<file path="src/rtl/iso_rx_pkg.sv">
package iso_rx_pkg;
  localparam int CH_W       = 6;
  localparam int TAG_W      = 2;
  localparam int NTAG       = 1 << TAG_W;
  localparam int NCHAN      = 1 << CH_W;
  localparam int CH_LSB     = 8;
  localparam int TAG_LSB    = 14;
  localparam int LEN_LSB    = 16;
  localparam int LEN_W      = 16;
  localparam int WORD_BYTES = 4;

  typedef enum logic [2:0] {
    ST_IDLE,
    ST_REQ,
    ST_DESC,
    ST_COPY,
    ST_DRAIN
  } rx_state_e;
endpackage

</file>
<file path="src/rtl/iso_rx_ctx_regs.sv">
module iso_rx_ctx_regs
  import iso_rx_pkg::*;
#(
  parameter int NCTX = 8,
  parameter int AW   = 32,
  localparam int IW  = $clog2(NCTX)
) (
  input  logic                      clk,
  input  logic                      rst_n,
  input  logic                      cfg_we,
  input  logic [IW-1:0]             cfg_idx,
  input  logic                      cfg_enable,
  input  logic [CH_W-1:0]           cfg_chan,
  input  logic [NTAG-1:0]           cfg_tags,
  input  logic [AW-1:0]             cfg_desc,
  input  logic                      mc_we,
  input  logic                      mc_enable,
  input  logic [IW-1:0]             mc_idx,
  input  logic [NCHAN-1:0]          mc_mask,
  output logic [NCTX-1:0]           en_q,
  output logic [NCTX-1:0][CH_W-1:0] chan_q,
  output logic [NCTX-1:0][NTAG-1:0] tags_q,
  output logic [NCTX-1:0][AW-1:0]   desc_q,
  output logic                      mc_en_q,
  output logic [IW-1:0]             mc_idx_q,
  output logic [NCHAN-1:0]          mc_mask_q
);
  for (genvar i = 0; i < NCTX; i++) begin : g_ctx
    always_ff @(posedge clk or negedge rst_n) begin
      if (!rst_n) begin
        en_q[i]   <= 1'b0;
        chan_q[i] <= '0;
        tags_q[i] <= '0;
        desc_q[i] <= '0;
      end else if (cfg_we && cfg_idx == IW'(i)) begin
        en_q[i]   <= cfg_enable;
        chan_q[i] <= cfg_chan;
        tags_q[i] <= cfg_tags;
        desc_q[i] <= cfg_desc;
      end
    end
  end

  always_ff @(posedge clk or negedge rst_n) begin
    if (!rst_n) begin
      mc_en_q   <= 1'b0;
      mc_idx_q  <= '0;
      mc_mask_q <= '0;
    end else if (mc_we) begin
      mc_en_q   <= mc_enable;
      mc_idx_q  <= mc_idx;
      mc_mask_q <= mc_mask;
    end
  end
endmodule

</file>
<file path="src/rtl/iso_rx_match.sv">
module iso_rx_match
  import iso_rx_pkg::*;
#(
  parameter int NCTX = 8,
  localparam int IW  = $clog2(NCTX)
) (
  input  logic [NCTX-1:0]           en_q,
  input  logic [NCTX-1:0][CH_W-1:0] chan_q,
  input  logic [NCTX-1:0][NTAG-1:0] tags_q,
  input  logic                      mc_en_q,
  input  logic [IW-1:0]             mc_idx_q,
  input  logic [NCHAN-1:0]          mc_mask_q,
  input  logic [CH_W-1:0]           hdr_chan,
  input  logic [TAG_W-1:0]          hdr_tag,
  output logic                      hit,
  output logic [IW-1:0]             win_idx
);
  logic [NCTX-1:0] single_hit;
  logic            multi_hit;

  for (genvar i = 0; i < NCTX; i++) begin : g_cmp
    logic is_multi;
    assign is_multi      = mc_en_q && (mc_idx_q == IW'(i));
    assign single_hit[i] = en_q[i] && !is_multi && tags_q[i][hdr_tag]
                           && (chan_q[i] == hdr_chan);
  end

  assign multi_hit = mc_en_q && en_q[mc_idx_q] && tags_q[mc_idx_q][hdr_tag]
                     && mc_mask_q[hdr_chan];

  always_comb begin
    hit     = multi_hit;
    win_idx = mc_idx_q;
    for (int i = NCTX - 1; i >= 0; i--) begin
      if (single_hit[i]) begin
        hit     = 1'b1;
        win_idx = IW'(i);
      end
    end
  end
endmodule

</file>
<file path="src/rtl/iso_rx_seq.sv">
module iso_rx_seq
  import iso_rx_pkg::*;
#(
  parameter int NCTX = 8,
  parameter int DW   = 32,
  parameter int AW   = 32,
  localparam int IW  = $clog2(NCTX),
  localparam int CW  = LEN_W + 1
) (
  input  logic          clk,
  input  logic          rst_n,
  input  logic          fifo_valid,
  output logic          fifo_ready,
  input  logic [DW-1:0] fifo_data,
  input  logic          hit,
  input  logic [IW-1:0] win_idx,
  input  logic [AW-1:0] desc_ptr,
  output logic [IW-1:0] win_q,
  output logic          mem_req,
  input  logic          mem_gnt,
  output logic          mem_valid,
  input  logic          mem_ready,
  output logic          mem_we,
  output logic [AW-1:0] mem_addr,
  output logic [DW-1:0] mem_wdata,
  input  logic [DW-1:0] mem_rdata
);
  rx_state_e       st_q;
  logic [CW-1:0]   cnt_q;
  logic [AW-1:0]   buf_q;
  logic [CW-1:0]   body_words;
  logic            pop;

  assign body_words = CW'((32'(fifo_data[LEN_LSB +: LEN_W]) + WORD_BYTES - 1) / WORD_BYTES);
  assign pop        = fifo_valid && fifo_ready;

  always_comb begin
    fifo_ready = 1'b0;
    mem_valid  = 1'b0;
    mem_we     = 1'b0;
    mem_addr   = buf_q;
    mem_wdata  = fifo_data;
    mem_req    = (st_q == ST_REQ) || (st_q == ST_DESC) || (st_q == ST_COPY);
    unique case (st_q)
      ST_IDLE, ST_DRAIN: fifo_ready = 1'b1;
      ST_DESC: begin
        mem_valid = 1'b1;
        mem_addr  = desc_ptr;
      end
      ST_COPY: begin
        mem_valid  = fifo_valid;
        mem_we     = 1'b1;
        fifo_ready = mem_ready;
      end
      default: ;
    endcase
  end

  always_ff @(posedge clk or negedge rst_n) begin
    if (!rst_n) begin
      st_q  <= ST_IDLE;
      cnt_q <= '0;
      buf_q <= '0;
      win_q <= '0;
    end else begin
      unique case (st_q)
        ST_IDLE: if (pop) begin
          win_q <= win_idx;
          cnt_q <= body_words;
          if (hit)                  st_q <= ST_REQ;
          else if (body_words != 0) st_q <= ST_DRAIN;
        end
        ST_REQ: if (mem_gnt) st_q <= ST_DESC;
        ST_DESC: if (mem_ready) begin
          buf_q <= mem_rdata;
          st_q  <= (cnt_q == 0) ? ST_IDLE : ST_COPY;
        end
        ST_COPY: if (pop) begin
          buf_q <= buf_q + AW'(WORD_BYTES);
          cnt_q <= cnt_q - 1'b1;
          if (cnt_q == 1) st_q <= ST_IDLE;
        end
        ST_DRAIN: if (pop) begin
          cnt_q <= cnt_q - 1'b1;
          if (cnt_q == 1) st_q <= ST_IDLE;
        end
        default: st_q <= ST_IDLE;
      endcase
    end
  end
endmodule

</file>
<file path="src/rtl/iso_rx_dispatch.sv">
module iso_rx_dispatch
  import iso_rx_pkg::*;
#(
  parameter int NCTX = 8,
  parameter int DW   = 32,
  parameter int AW   = 32,
  localparam int IW  = $clog2(NCTX)
) (
  input  logic              clk,
  input  logic              rst_n,
  input  logic              cfg_we,
  input  logic [IW-1:0]     cfg_idx,
  input  logic              cfg_enable,
  input  logic [CH_W-1:0]   cfg_chan,
  input  logic [NTAG-1:0]   cfg_tags,
  input  logic [AW-1:0]     cfg_desc,
  input  logic              mc_we,
  input  logic              mc_enable,
  input  logic [IW-1:0]     mc_idx,
  input  logic [NCHAN-1:0]  mc_mask,
  input  logic              fifo_valid,
  output logic              fifo_ready,
  input  logic [DW-1:0]     fifo_data,
  output logic              mem_req,
  input  logic              mem_gnt,
  output logic              mem_valid,
  input  logic              mem_ready,
  output logic              mem_we,
  output logic [AW-1:0]     mem_addr,
  output logic [DW-1:0]     mem_wdata,
  input  logic [DW-1:0]     mem_rdata
);
  logic [NCTX-1:0]           en_q;
  logic [NCTX-1:0][CH_W-1:0] chan_q;
  logic [NCTX-1:0][NTAG-1:0] tags_q;
  logic [NCTX-1:0][AW-1:0]   desc_q;
  logic                      mc_en_q;
  logic [IW-1:0]             mc_idx_q;
  logic [NCHAN-1:0]          mc_mask_q;
  logic                      hit;
  logic [IW-1:0]             win_idx;
  logic [IW-1:0]             win_q;

  iso_rx_ctx_regs #(.NCTX(NCTX), .AW(AW)) u_regs (
    .clk, .rst_n, .cfg_we, .cfg_idx, .cfg_enable, .cfg_chan, .cfg_tags,
    .cfg_desc, .mc_we, .mc_enable, .mc_idx, .mc_mask,
    .en_q, .chan_q, .tags_q, .desc_q, .mc_en_q, .mc_idx_q, .mc_mask_q
  );

  iso_rx_match #(.NCTX(NCTX)) u_match (
    .en_q, .chan_q, .tags_q, .mc_en_q, .mc_idx_q, .mc_mask_q,
    .hdr_chan (fifo_data[CH_LSB +: CH_W]),
    .hdr_tag  (fifo_data[TAG_LSB +: TAG_W]),
    .hit, .win_idx
  );

  iso_rx_seq #(.NCTX(NCTX), .DW(DW), .AW(AW)) u_seq (
    .clk, .rst_n, .fifo_valid, .fifo_ready, .fifo_data, .hit, .win_idx,
    .desc_ptr (desc_q[win_q]), .win_q,
    .mem_req, .mem_gnt, .mem_valid, .mem_ready, .mem_we, .mem_addr,
    .mem_wdata, .mem_rdata
  );
endmodule

</file>
<file path="config.mk">
export PLATFORM = sky130hd
export DESIGN_NAME = iso_rx_dispatch
export DESIGN_NICKNAME = d
export VERILOG_FILES = /design/src/rtl/iso_rx_pkg.sv /design/src/rtl/iso_rx_ctx_regs.sv /design/src/rtl/iso_rx_match.sv /design/src/rtl/iso_rx_seq.sv /design/src/rtl/iso_rx_dispatch.sv
export SDC_FILE = /design/constraint.sdc
export NUM_CORES = 1
export LEC_CHECK = 0
export ABC_AREA = 1
export CAP_MARGIN = 20
export CORE_AREA = 2 2 265 267
export CTS_BUF_LIST = sky130_fd_sc_hd__clkbuf_16
export CTS_CLUSTER_SIZE = 25
export DETAILED_ROUTE_END_ITERATION = 10
export DIE_AREA = 0 0 267 269
export DONT_BUFFER_PORTS = 1
export PLACE_DENSITY = 0.58
export REMOVE_ABC_BUFFERS = 1
export SYNTH_ARGS = -nofsm -noshare
export SYNTH_HDL_FRONTEND = slang
export SYNTH_SLANG_ARGS = --single-unit
</file>
<file path="constraint.sdc">
create_clock -name clk -period 2 [get_ports clk]
set_clock_uncertainty 0.15 [all_clocks]
set_input_delay 0.2 -clock clk [delete_from_list [all_inputs] [get_ports clk]]
set_output_delay 0.2 -clock clk [all_outputs]
set_load 0.05 [all_outputs]
</file>
==> flow_metrics.env <==
export IMPL_outcome="complete, but fails checks"
export IMPL_failed_checks="negative hold slack, negative setup slack"
export IMPL_grt_pass1_wl_mm=121
export IMPL_drc_errors=0
export IMPL_wl_per_cell_um=18.3
export IMPL_synth_avg_cell_area_um2=8.03
export IMPL_die_h_um=269
export IMPL_final_common_cell="nand2_1"
export IMPL_gr_total_overflow=0
export IMPL_pre_cts_slack_ps=-328
export IMPL_synthCells=2975
export IMPL_clock_path_buffers=3
export IMPL_hpwl_mm=45.9
export IMPL_core_mm2=0.0693
export IMPL_port_buffers=0
export IMPL_firstDrtPassIters=5
export IMPL_power_density_mw_per_mm2=1120
export IMPL_final_hold_violation_count=467
export IMPL_cp_cell_sequence="clkinv_8 > buf_12 > buf_12 > nor2_2 > o32ai_2 > o221ai_1 > o21ai_1 > buf_6"
export IMPL_max_freq_mhz=361
export IMPL_path_class="flop to output port"
export IMPL_finalSetupViolations=70
export IMPL_min_path_type="primary input to asynchronous set/reset pin"
export IMPL_rr_startpoint="u_seq.buf_q[2]$_DFFE_PN0P_"
export IMPL_clk_pin_slew_worst_paths_ps=60
export IMPL_final_cell_mix="nand2_1, dfrtp_1, o21ai_0, dlygate4sd3_1, nor2_1"
export IMPL_grt_setup_unrepaired="true"
export IMPL_met3_length_mm=5.36
export IMPL_netlist_area_mm2=0.0239
export IMPL_die_area_mm2=0.0718
export IMPL_cap_violations=0
export IMPL_slowest_delay_ps=570
export IMPL_grt_antenna_before_repair=10
export IMPL_std_cell_rows=97
export IMPL_ys_warn_count=0
export IMPL_routed_top_layer="met5"
export IMPL_cpLargestDelayFamily="buffers and inverters"
export IMPL_cpMostUsedCell="buf_12"
export IMPL_maxSlewHeadroom_pct=3.04
export IMPL_worst_setup_path_end_kind="output port"
export IMPL_finalWirelength_mm=80.7
export IMPL_fillerInstances=6502
export IMPL_wl_met1_mm=35.3
export IMPL_htreeDepth=2
export IMPL_nNetsFinal=3620
export IMPL_cts_inserted_buffers=54
export IMPL_max_vdd_ir_drop_uv=1190
export IMPL_cts_root_buf="clkbuf_16"
export IMPL_synth_seq_cells=467
export IMPL_holdWs_ps=-860
export IMPL_vias=22500
export IMPL_avgViaCountPerCell=5.09
export IMPL_place_congestion=0.864
export IMPL_rrSetupSlack_ps=-190
export IMPL_cts_tree="built"
export IMPL_initial_utilization_pct=34.5
export IMPL_cp_max_fo=8
export IMPL_die_w_um=267
export IMPL_r2r_end="u_seq.buf_q[26]$_DFFE_PN0P_"
export IMPL_p_leak_nw=15.2
export IMPL_area_growth_syn_to_layout_pct=41.6
export IMPL_period_minus_slack_ps=2770
export IMPL_dp_cells=3968
export IMPL_worst_slew_pin_slew_ps=1450
export IMPL_cts_hold_buffers_added=297
export IMPL_crit_arrival_ps=2420
export IMPL_track_usage_pct=21.1
export IMPL_yosysSeqAreaShare_pct=48.9
export IMPL_cp_required_ps=1650
export IMPL_clock_latency_ps=630
export IMPL_setup_worst_path_start_class="flop"
export IMPL_grt_max_degree=468
export IMPL_slowest_stage="dfrtp_4"
export IMPL_io_pins=253
export IMPL_path_buf_inv=4
export IMPL_cts_sinks=467
export IMPL_fin_cells=4419
export IMPL_drive_gt1_share_pct=22.7
export IMPL_grt_pass1_vias=21600
export IMPL_ff2ff_path_depth=13
export IMPL_finalCritPeriodShare_pct=139
export IMPL_dr_first_iter_drc_count=1869
export IMPL_yosysUniqueCellTypes=48
export IMPL_slew_viol_final=0
export IMPL_met2WireLength_mm=38.2
export IMPL_postRouteAntennaNets=0
export IMPL_fin_ws_ps=-773
[stage by stage]
step	total power (W)	cell area, um2	TNS [ps]	utilization [%]
final	0.0378	33800	-24210	48.8
after global routing	0.0399	33800	-30810	48.8
after CTS	0.0366	32500	-38710	47.0
after detailed placement	0.0244	26500	-10330	38.3
after global placement	0.0243	26500	-9640	38.3
after floorplan	0.0196	22900	-319310	-
[cell usage after synthesis, drive strengths merged]
library cell | count | area (um2)
a21boi | 1 | 7.51
a21oi | 79 | 395
a221oi | 1 | 8.76
a22oi | 4 | 30.0
a2bb2oi | 1 | 8.76
a31oi | 5 | 31.3
buf | 62 | 392
clkbuf | 149 | 559
clkinv | 2 | 7.51
dfrtp | 467 | 11700
ha | 5 | 62.6
inv | 222 | 833
mux2 | 53 | 597
mux2i | 8 | 80.1
nand2 | 666 | 2570
nand3 | 120 | 628
nand3b | 1 | 7.51
nand4 | 27 | 175
nor2 | 334 | 1360
nor3 | 26 | 135
nor3b | 2 | 15.0
o2111ai | 5 | 43.8
o211ai | 5 | 37.5
o21a | 1 | 7.51
o21ai | 544 | 2730
o21bai | 2 | 15.0
o221ai | 32 | 280
o22ai | 45 | 282
o311ai | 2 | 17.5
o31ai | 25 | 188
o32ai | 24 | 210
or2 | 2 | 12.5
xnor2 | 7 | 61.3
xor2 | 46 | 403
[cell families after synthesis]
group	synth area share (%)
AO/OA/AOI/OAI	18.0
adder cells (fa/ha/maj)	0.262
multiplexers	2.84
AND/OR/NAND/NOR	20.5
XOR/XNOR	1.94
buffers and inverters	7.50
flip-flops	48.9
[how the worst max path moves through the flow]
stage                               startpoint                          end  cells after the start
global route        u_seq.win_q[0]$_DFFE_PN0P_                 mem_addr[10]                      8
finish              u_seq.win_q[0]$_DFFE_PN0P_                 mem_addr[26]                      8
CTS                 u_seq.win_q[0]$_DFFE_PN0P_                  mem_addr[5]                      7
detailed placement   u_seq.st_q[2]$_DFFE_PN0P_  u_seq.buf_q[24]$_DFFE_PN0P_                     10
global placement     u_seq.st_q[2]$_DFFE_PN0P_  u_seq.buf_q[24]$_DFFE_PN0P_                     10
floorplan           u_seq.win_q[0]$_DFFE_PN0P_                 mem_addr[11]                      5
[layout make-up]
cell class | instances | area, um2 | area share, %
timing repair buffer | 610 | 6450 | 19.1
antenna | 5 | 12.5 | 0.0370
sequential | 467 | 11700 | 34.6
clock buffer | 54 | 1350 | 4.00
inverter | 224 | 882 | 2.61
clock inverter | 46 | 327 | 0.966
tap | 940 | 1180 | 3.48
multi-input combinational | 2073 | 11900 | 35.2
[routing by layer]
layer / vias to the layer above / global-route usage, %
met4: 10 / 5.09
met3: 126 / 4.22
met5: - / 0
met1: 10900 / 28.2
met2: 683 / 35.2
li1: 10800 / -
[report_power, final]
group / switching, W / internal (W)
clock network: 0.00419 / 0.00530
logic: 0.00870 / 0.00667
registers: 0.00144 / 0.0115
[registers in the layout (all words and copies together), names as in the netlist]
name,cells
u_regs.desc_q,256
u_regs.mc_mask_q,64
u_regs.chan_q,48
u_regs.tags_q,32
u_seq.buf_q,32
u_seq.cnt_q,17
u_regs.en_q,8
u_regs.mc_idx_q,3
u_seq.st_q,3
u_seq.win_q,3
u_regs.mc_en_q,1
[what timing repair did]
item                                   4_1_cts  5_1_grt
cloned                                      11       12
pin swaps                                   46       85
resized for setup                          198      307
setup endpoints to repair                   72      114
buffers inserted                            27       36
endpoints found under the hold margin      928      467
Note: power is estimated with default switching activity, not from simulation.
